==> config.mk <==
export PLATFORM = sky130hd
export DESIGN_NAME = cmp_wave_out
export DESIGN_NICKNAME = d
export VERILOG_FILES = /design/src/rtl/cwo_pkg.sv /design/src/rtl/cwo_mode_store.sv /design/src/rtl/cwo_level_ctrl.sv /design/src/rtl/cwo_pin_drive.sv /design/src/rtl/cmp_wave_out.sv
export SDC_FILE = /design/constraint.sdc
export NUM_CORES = 1
export LEC_CHECK = 0
export ABC_AREA = 1
export BUFFER_PORTS_ARGS = -buffer_cell sky130_fd_sc_hd__buf_4
export CAP_MARGIN = 10
export CORE_AREA = 2 2 39 41
export DETAILED_ROUTE_END_ITERATION = 7
export DIE_AREA = 0 0 41 43
export PLACE_DENSITY = 0.36
export SYNTH_ARGS = -nofsm -noshare
export SYNTH_HDL_FRONTEND = slang
export SYNTH_SLANG_ARGS = --single-unit
export TNS_END_PERCENT = 30
==> constraint.sdc <==
create_clock -name clk -period 1.5 [get_ports clk]
set_input_delay 0.3 -clock clk [delete_from_list [all_inputs] [get_ports clk]]
set_output_delay 0.3 -clock clk [all_outputs]
set_load 0.01 [all_outputs]
==> src/rtl/cwo_pkg.sv <==
package cwo_pkg;

    localparam int ACT_W = 2;

    typedef enum logic [ACT_W-1:0] {
        ACT_KEEP = 2'b00,
        ACT_FLIP = 2'b01,
        ACT_LOW  = 2'b10,
        ACT_HIGH = 2'b11
    } cmp_act_e;

    typedef struct packed {
        cmp_act_e act;
    } mode_state_t;

    typedef struct packed {
        logic level;
    } level_state_t;

    function automatic logic act_apply(cmp_act_e act, logic cur);
        logic res;
        case (act)
            ACT_FLIP: res = ~cur;
            ACT_LOW:  res = 1'b0;
            ACT_HIGH: res = 1'b1;
            default:  res = cur;
        endcase
        return res;
    endfunction

endpackage

==> src/rtl/cwo_mode_store.sv <==
module cwo_mode_store
    import cwo_pkg::*;
#(
    parameter cmp_act_e MODE_RST = ACT_KEEP
) (
    input  logic             clk,
    input  logic             rst_n,
    input  logic             wr_i,
    input  logic [ACT_W-1:0] val_i,
    output cmp_act_e         act_o
);

    mode_state_t s_d, s_q;

    always_comb begin
        s_d = s_q;
        if (wr_i) begin
            s_d.act = cmp_act_e'(val_i);
        end
    end

    always_ff @(posedge clk) begin
        if (!rst_n) begin
            s_q <= '{act: MODE_RST};
        end else begin
            s_q <= s_d;
        end
    end

    assign act_o = s_q.act;

    // The code changes only through a write, and a write is used from the next cycle on.
    assert_mode_capture_R4: assert property (@(posedge clk) disable iff (!rst_n)
        wr_i |=> act_o == cmp_act_e'($past(val_i)));
    assert_mode_hold_R4: assert property (@(posedge clk) disable iff (!rst_n)
        !wr_i |=> $stable(act_o));

endmodule

==> src/rtl/cwo_level_ctrl.sv <==
module cwo_level_ctrl
    import cwo_pkg::*;
#(
    parameter logic LEVEL_RST = 1'b0
) (
    input  logic     clk,
    input  logic     rst_n,
    input  cmp_act_e act_i,
    input  logic     match_i,
    input  logic     force_i,
    input  logic     pwm_i,
    input  logic     pre_wr_i,
    input  logic     pre_val_i,
    output logic     level_o
);

    level_state_t s_d, s_q;
    logic         force_ok;
    logic         fire;

    always_comb begin
        force_ok = force_i & ~pwm_i;
        fire     = match_i | force_ok;
        s_d      = s_q;
        if (pre_wr_i) begin
            s_d.level = pre_val_i;
        end else if (fire) begin
            s_d.level = act_apply(act_i, s_q.level);
        end
    end

    always_ff @(posedge clk) begin
        if (!rst_n) begin
            s_q <= '{level: LEVEL_RST};
        end else begin
            s_q <= s_d;
        end
    end

    assign level_o = s_q.level;

    assert_keep_R2: assert property (@(posedge clk) disable iff (!rst_n)
        (act_i == ACT_KEEP && !pre_wr_i) |=> $stable(level_o));
    assert_flip_R3: assert property (@(posedge clk) disable iff (!rst_n)
        (match_i && act_i == ACT_FLIP && !pre_wr_i) |=> level_o != $past(level_o));
    assert_low_R3: assert property (@(posedge clk) disable iff (!rst_n)
        (match_i && act_i == ACT_LOW && !pre_wr_i) |=> !level_o);
    assert_high_R3: assert property (@(posedge clk) disable iff (!rst_n)
        (match_i && act_i == ACT_HIGH && !pre_wr_i) |=> level_o);
    assert_pwm_force_R5: assert property (@(posedge clk) disable iff (!rst_n)
        (force_i && pwm_i && !match_i && !pre_wr_i) |=> $stable(level_o));
    assert_preload_R7: assert property (@(posedge clk) disable iff (!rst_n)
        pre_wr_i |=> level_o == $past(pre_val_i));
    assert_idle_R9: assert property (@(posedge clk) disable iff (!rst_n)
        (!pre_wr_i && !match_i && !(force_i && !pwm_i)) |=> $stable(level_o));

endmodule

==> src/rtl/cwo_pin_drive.sv <==
module cwo_pin_drive (
    input  logic level_i,
    input  logic dir_i,
    output logic pin_o,
    output logic pin_oe_o
);

    always_comb begin
        pin_oe_o = dir_i;
        pin_o    = dir_i & level_i;
    end

endmodule

==> src/rtl/cmp_wave_out.sv <==
module cmp_wave_out
    import cwo_pkg::*;
#(
    parameter logic     LEVEL_RST = 1'b0,
    parameter cmp_act_e MODE_RST  = ACT_KEEP
) (
    input  logic             clk,
    input  logic             rst_n,
    input  logic             mode_wr,
    input  logic [ACT_W-1:0] mode_in,
    input  logic             match_i,
    input  logic             force_i,
    input  logic             pwm_active_i,
    input  logic             preload_wr,
    input  logic             preload_val,
    input  logic             dir_out,
    output logic             pin_o,
    output logic             pin_oe
);

    cmp_act_e act_q;
    logic     level_q;

    cwo_mode_store #(
        .MODE_RST (MODE_RST)
    ) u_mode (
        .clk   (clk),
        .rst_n (rst_n),
        .wr_i  (mode_wr),
        .val_i (mode_in),
        .act_o (act_q)
    );

    cwo_level_ctrl #(
        .LEVEL_RST (LEVEL_RST)
    ) u_level (
        .clk       (clk),
        .rst_n     (rst_n),
        .act_i     (act_q),
        .match_i   (match_i),
        .force_i   (force_i),
        .pwm_i     (pwm_active_i),
        .pre_wr_i  (preload_wr),
        .pre_val_i (preload_val),
        .level_o   (level_q)
    );

    cwo_pin_drive u_pin (
        .level_i  (level_q),
        .dir_i    (dir_out),
        .pin_o    (pin_o),
        .pin_oe_o (pin_oe)
    );

    // A driven pin that reads 1 must have its stored level high.
    assert_pin_level_R8: assert property (@(posedge clk) disable iff (!rst_n)
        (pin_oe && pin_o) |-> level_q);

endmodule

# Word-level counts from Yosys, hierarchy flattened
# Index checks and enable logic that the tools add are counted.
[word_totals]
elab_cells = 16
regBits = 3
input_bits = 11
output_inout_bits = 2
[op_classes]
eq_ne = 3
bitwise_logic = 5
n_reduce_logical = 3
mux = 3
[op_table]
columns = ["op", "n"]
rows = [
  ["2-bit == test (second input constant)", 2],
  ["4-bit nonzero test", 1],
  ["1-bit one-hot mux with 3 select lines", 1],
  ["1-bit bitwise AND", 2],
  ["2-bit by 1-bit == test with 1-bit output (second input constant)", 1],
  ["1-bit 2-to-1 mux", 2],
  ["1-bit inverter", 2],
  ["2-bit AND reduction", 1],
  ["2-bit nonzero test", 1],
  ["1-bit OR", 1],
]

# Logic depth before layout (Yosys ltp)
[logic_depth]
ltp_word = 5
mapped_depth = 7
depth_no_buf = 7

# Modules after synthesis
# From an unflattened synthesis, not the netlist that was laid out.
[unflattened]
hier_cells = 34
area_unflattened_um2 = 186.4
[modules_own_cells]
columns = ["mod", "cells_each", "n_inst", "seq_area_each_um2", "area_per_inst_um2"]
rows = [
  ["cwo_level_ctrl", 19, 1, 20.0, 93.8],
  ["cwo_mode_store", 12, 1, 40.0, 77.6],
  ["cwo_pin_drive", 3, 1, 0.0, 15.0],
]

# Worst setup path after synthesis
# OpenSTA, ideal clock, no wires.
[synth_path]
path_type = "register to output"
startpoint = "register u_level.s_q, in the netlist u_level.level_o"
endpoint = "output pin_o"
slack_ns = 0.752
path_stages_with_launch = 3
path_buffers = 0
t_required_ns = 1.200
t_arrival_ns = 0.448
path_cell_list = "dfxtp_1 > nand2_1 > inv_1"
[synth_between]
elab_chain_cells = 1
[synth_rtl]
columns = ["element", "line", "rtl"]
rows = [
  ["start: declaration", "cwo_level_ctrl.sv:17", "level_state_t s_d, s_q;"],
  ["start signal: assignment", "cwo_level_ctrl.sv:34", "s_q <= '{level: LEVEL_RST};"],
  ["1-bit bitwise AND", "cwo_pin_drive.sv:10", "pin_o = dir_i & level_i;"],
  ["end: declaration", "cmp_wave_out.sv:17", "output logic pin_o,"],
]
# Every way passes these cells.

# Final worst setup path
# Ends and elaborated chain as after synthesis.

==> results.md <==
| Stage | Result | Reported |
| --- | --- | --- |
| sta | Setup repair after global routing missed its margin | no |
| sta | Achievable frequency | 925.5 MHz |
| synthesis | Yosys reg bits | 3 |
| die | I/O Pins | 13 |
| global routing | M3 GR Usage | 0.07853 |
| detailed routing | Vias per cell | 3.426 |
| outcome | Outcome | complete, no violations |
| sta | Slew Viols, Final | 0 |
| detailed routing | DRT antenna net count | 0 |
| clock tree | Clk buf depth | 2 |
| clock tree | Sink Count | 3 |
| layout | Layout Cells excl Fill | 61 |
| sta | Number of failing setup endpoints in the final timing report | 0 |
| synthesis | Cell area after synthesis | 173.9 µm² |
| detailed routing | Number of remaining DRC errors | 0 |
| detailed routing | Post-Route WL | 390 µm |
| die | Core Area | 1384 µm² |
| synthesis | Cell count after synthesis | 30 |
| detailed routing | Number of DRC markers in iteration 0 | 3 |
| layout | Area growth syn-to-layout | 74.10% |
| sta | Smallest setup slack after layout | 419.5 ps |
| pwr | Leak Pwr | 0.1755 nW |
| clock tree | H-tree depth | 1 |
| clock tree | Clock transition at the register clock pins on the worst setup and hold paths after CTS | 40 ps |
| global routing | Layer carrying the most global-route usage | met3 |
| pwr | Part of the total power dissipated in the clock network | 0.496 |
| die | Row cnt | 14 |
| clock tree | Buffer type at the clock tree root | sky130_fd_sc_hd__clkbuf_4 |
| synthesis | Syn Nets | 41 |
| setup path | Required time at the worst-slack endpoint | 1200 ps |
| min path | Hold crit path type | primary input to flip-flop |
| synthesis | Leading cell types by total area after synthesis | sky130_fd_sc_hd__dfxtp_1, sky130_fd_sc_hd__nand2_1, sky130_fd_sc_hd__inv_1 |
| setup path | Nature of the critical path endpoint | primary output |
| global routing | Combined global-route utilization of all metal layers | 0.06219 |
| clock tree | TritonCTS buffer count | 3 |
| place | Place WS | 575.2 ps |
| global routing | First-pass GRT wire length | 648 µm |
| setup path | Setup Crit Path Kind | flip-flop to primary output |
| pwr | Switching power summed over all nets | 0.06885 mW |
| pwr | Power density relative to cell area | 946.2 nW/µm² |
| setup path | Largest fanout of any net on the critical path | 3 |
| pwr | Combinational group share of total power | 0.188 |
| sta | Setup TNS after final layout | 0 ps |
| synthesis | Yosys synthesis warning count | 0 |
| detailed routing | Number of optimization iterations in the first detailed-route pass | 4 |
| die | Initial cell density of the core | 0.1257 |
| clock tree | Total of hold buffers inserted after clock tree synthesis | 0 |
| synthesis | Library cell with the largest summed area after synthesis | sky130_fd_sc_hd__dfxtp_1 |
| global routing | Fraction of met1 tracks used by global routing | 0.06090 |
| place | Input/output buffers | 12 |
| layout | Total inserted antenna cells | 0 |
| sta | Min cycle time layout | 1081 ps |
| sta | Worst Skew | 2.233 ps |
| clock tree | CTS tree | done |
| die | Horizontal die dimension | 41 µm |
| setup path | Worst stage delay on the critical path | 340 ps |
| sta | Slew headroom | 0.9101 |
| pwr | Cell-internal power | 0.2177 mW |
| global routing | Met2 track demand over resource | 0.06875 |
| clock tree | Source-to-sink clock delay at the later pin of the worst-skew pair | 230 ps |
| sta | Fin. Hold Viols | 0 |
| setup path | Worst path cell trace | nand2_1, inv_1, buf_4 |
| setup path | CP Launch Type | flip-flop |
| die | Floorplan die area | 1763 µm² |
| pwr | Switching portion of total power | 0.2403 |
| sta | Post-route fraction of the period consumed by the critical path | 0.7204 |
| synthesis | Average cell area after synthesis | 5.797 µm² |
| global routing | Via count of the first global-routing pass | 188 |
| sta | Worst-Margin Slew | 133.4 ps |
| place | Global placement routability congestion | 0.6367 |
| clock tree | Setup Fix Bufs, Post-CTS | 0 |
| layout | NumNets Final | 57 |
| place | Total instance count after detailed placement | 57 |
| global routing | Remaining global-route overflow | 0 |
| synthesis | Sequential element share of the synthesized area | 0.3453 |
| setup path | Critical path arrival | 780 ps |
| layout | Fill cells | 163 |
| pwr | Worst IR drop on VDD | 0.5202 mV |
| job | Max-cap violations | 0 |
| layout | Layout cell share with drive strength beyond 1 | 0.3333 |
| synthesis | Post-synth cell types | 8 |
| die | Chip height | 43 µm |
| pwr | Share of power burned in registers | 0.316 |
| synthesis | Share of Yosys cell area claimed by the top area cell type | 0.3453 |
| setup path | Standard cell with the maximum stage delay on the critical path | sky130_fd_sc_hd__dfxtp_1 |
| detailed routing | WL/cell | 6.393 µm |
| clock tree | Post-cts repair resize count | 0 |
| global routing | Maximum number of pins on one net before global-route repair | 5 |
| detailed routing | Total vias in the final route | 209 |
| global routing | Antenna violations before repair | 0 |
| place | Sum of net half-perimeters after detailed placement | 317.7 µm |
==> registers in the layout, indices dropped and copies added, names as in the netlist <==
name,flops
u_level.level_o,1
u_mode.act_o,2
==> metal layers <==
layer | vias to the layer above | share of wire
li1 | 117 | -
met1 | 80 | 0.41
met2 | 12 | 0.41
met3 | 0 | 0.18
met4 | 0 | 0
met5 | - | 0
==> worst max-delay path: cells and delay by family (launching register included) <==
| family | cells | cell delay [ps] |
|---|---|---|
| DFF | 1 | 340 |
| and+or+nand+nor | 1 | 60 |
| buffers and inverters | 2 | 150 |
==> cells in the final DEF (no fill, tap or decap) <==
master | synthesis | routed
sky130_fd_sc_hd__a21oi_1 | 2 | 2
sky130_fd_sc_hd__clkbuf_4 | 0 | 3
sky130_fd_sc_hd__nand3_1 | 3 | 3
sky130_fd_sc_hd__clkbuf_1 | 0 | 1
sky130_fd_sc_hd__nand2_1 | 9 | 9
sky130_fd_sc_hd__inv_1 | 8 | 8
sky130_fd_sc_hd__buf_4 | 1 | 12
sky130_fd_sc_hd__nor2_1 | 2 | 2
sky130_fd_sc_hd__o21ai_0 | 2 | 2
sky130_fd_sc_hd__dfxtp_1 | 3 | 3
==> final timing paths <==
check / slack [ps] / cells after the start / end / startpoint
min: 310 / 3 / u_level.level_o / rst_n
max reg2reg: 700 / 6 / u_level.level_o / u_mode.act_o[1]
min reg2reg: 490 / 2 / u_mode.act_o[0] / u_mode.act_o[0]
max: 420 / 3 / pin_o / u_level.level_o
==> stage by stage <==
step | utilization | area, µm² | hold WS [ps] | total power, mW
3_3_place_gp | 0.1998 | 276.5 | 482.9 | 0.1469
6_report | 0.2188 | 302.8 | 305.4 | 0.2865
3_5_place_dp | 0.1998 | 276.5 | 487.5 | 0.1466
4_1_cts | 0.2188 | 302.8 | 305.1 | 0.2926
5_1_grt | 0.2188 | 302.8 | 331.0 | 0.3122
2_1_floorplan | - | 173.9 | 420.4 | 0.1188
==> Yosys cell counts (all sizes together) <==
cell type / n
dfxtp: 3
buf: 1
nor2: 2
o21ai: 2
nand3: 3
inv: 8
a21oi: 2
nand2: 9
==> power groups by stage <==
stage	logic [mW]	clock network (mW)	registers (mW)
3_5_place_dp	0.0546	0	0.0919
5_1_grt	0.0621	0.159	0.0916
6_report	0.0539	0.142	0.0906
2_1_floorplan	0.0279	0	0.0909
3_3_place_gp	0.0550	0	0.0919
4_1_cts	0.0549	0.147	0.0908
==> cells by family after synthesis <==
logic type | synth area share
flip-flops | 0.3453
AO/OA/AOI/OAI | 0.1151
buffers and inverters | 0.2159
AND/OR/NAND/NOR | 0.3237
==> final cells by class <==
cell class	count	area, µm²	share of cell area
timing repair buffer	12	90.09	0.2975
inverter	8	30.03	0.09917
clock buffer	4	26.28	0.08678
sequential	3	60.06	0.1983
multi-input combinational	18	76.32	0.2521
tap	16	20.02	0.06612
No activity file was read; power rests on OpenSTA's default activity.
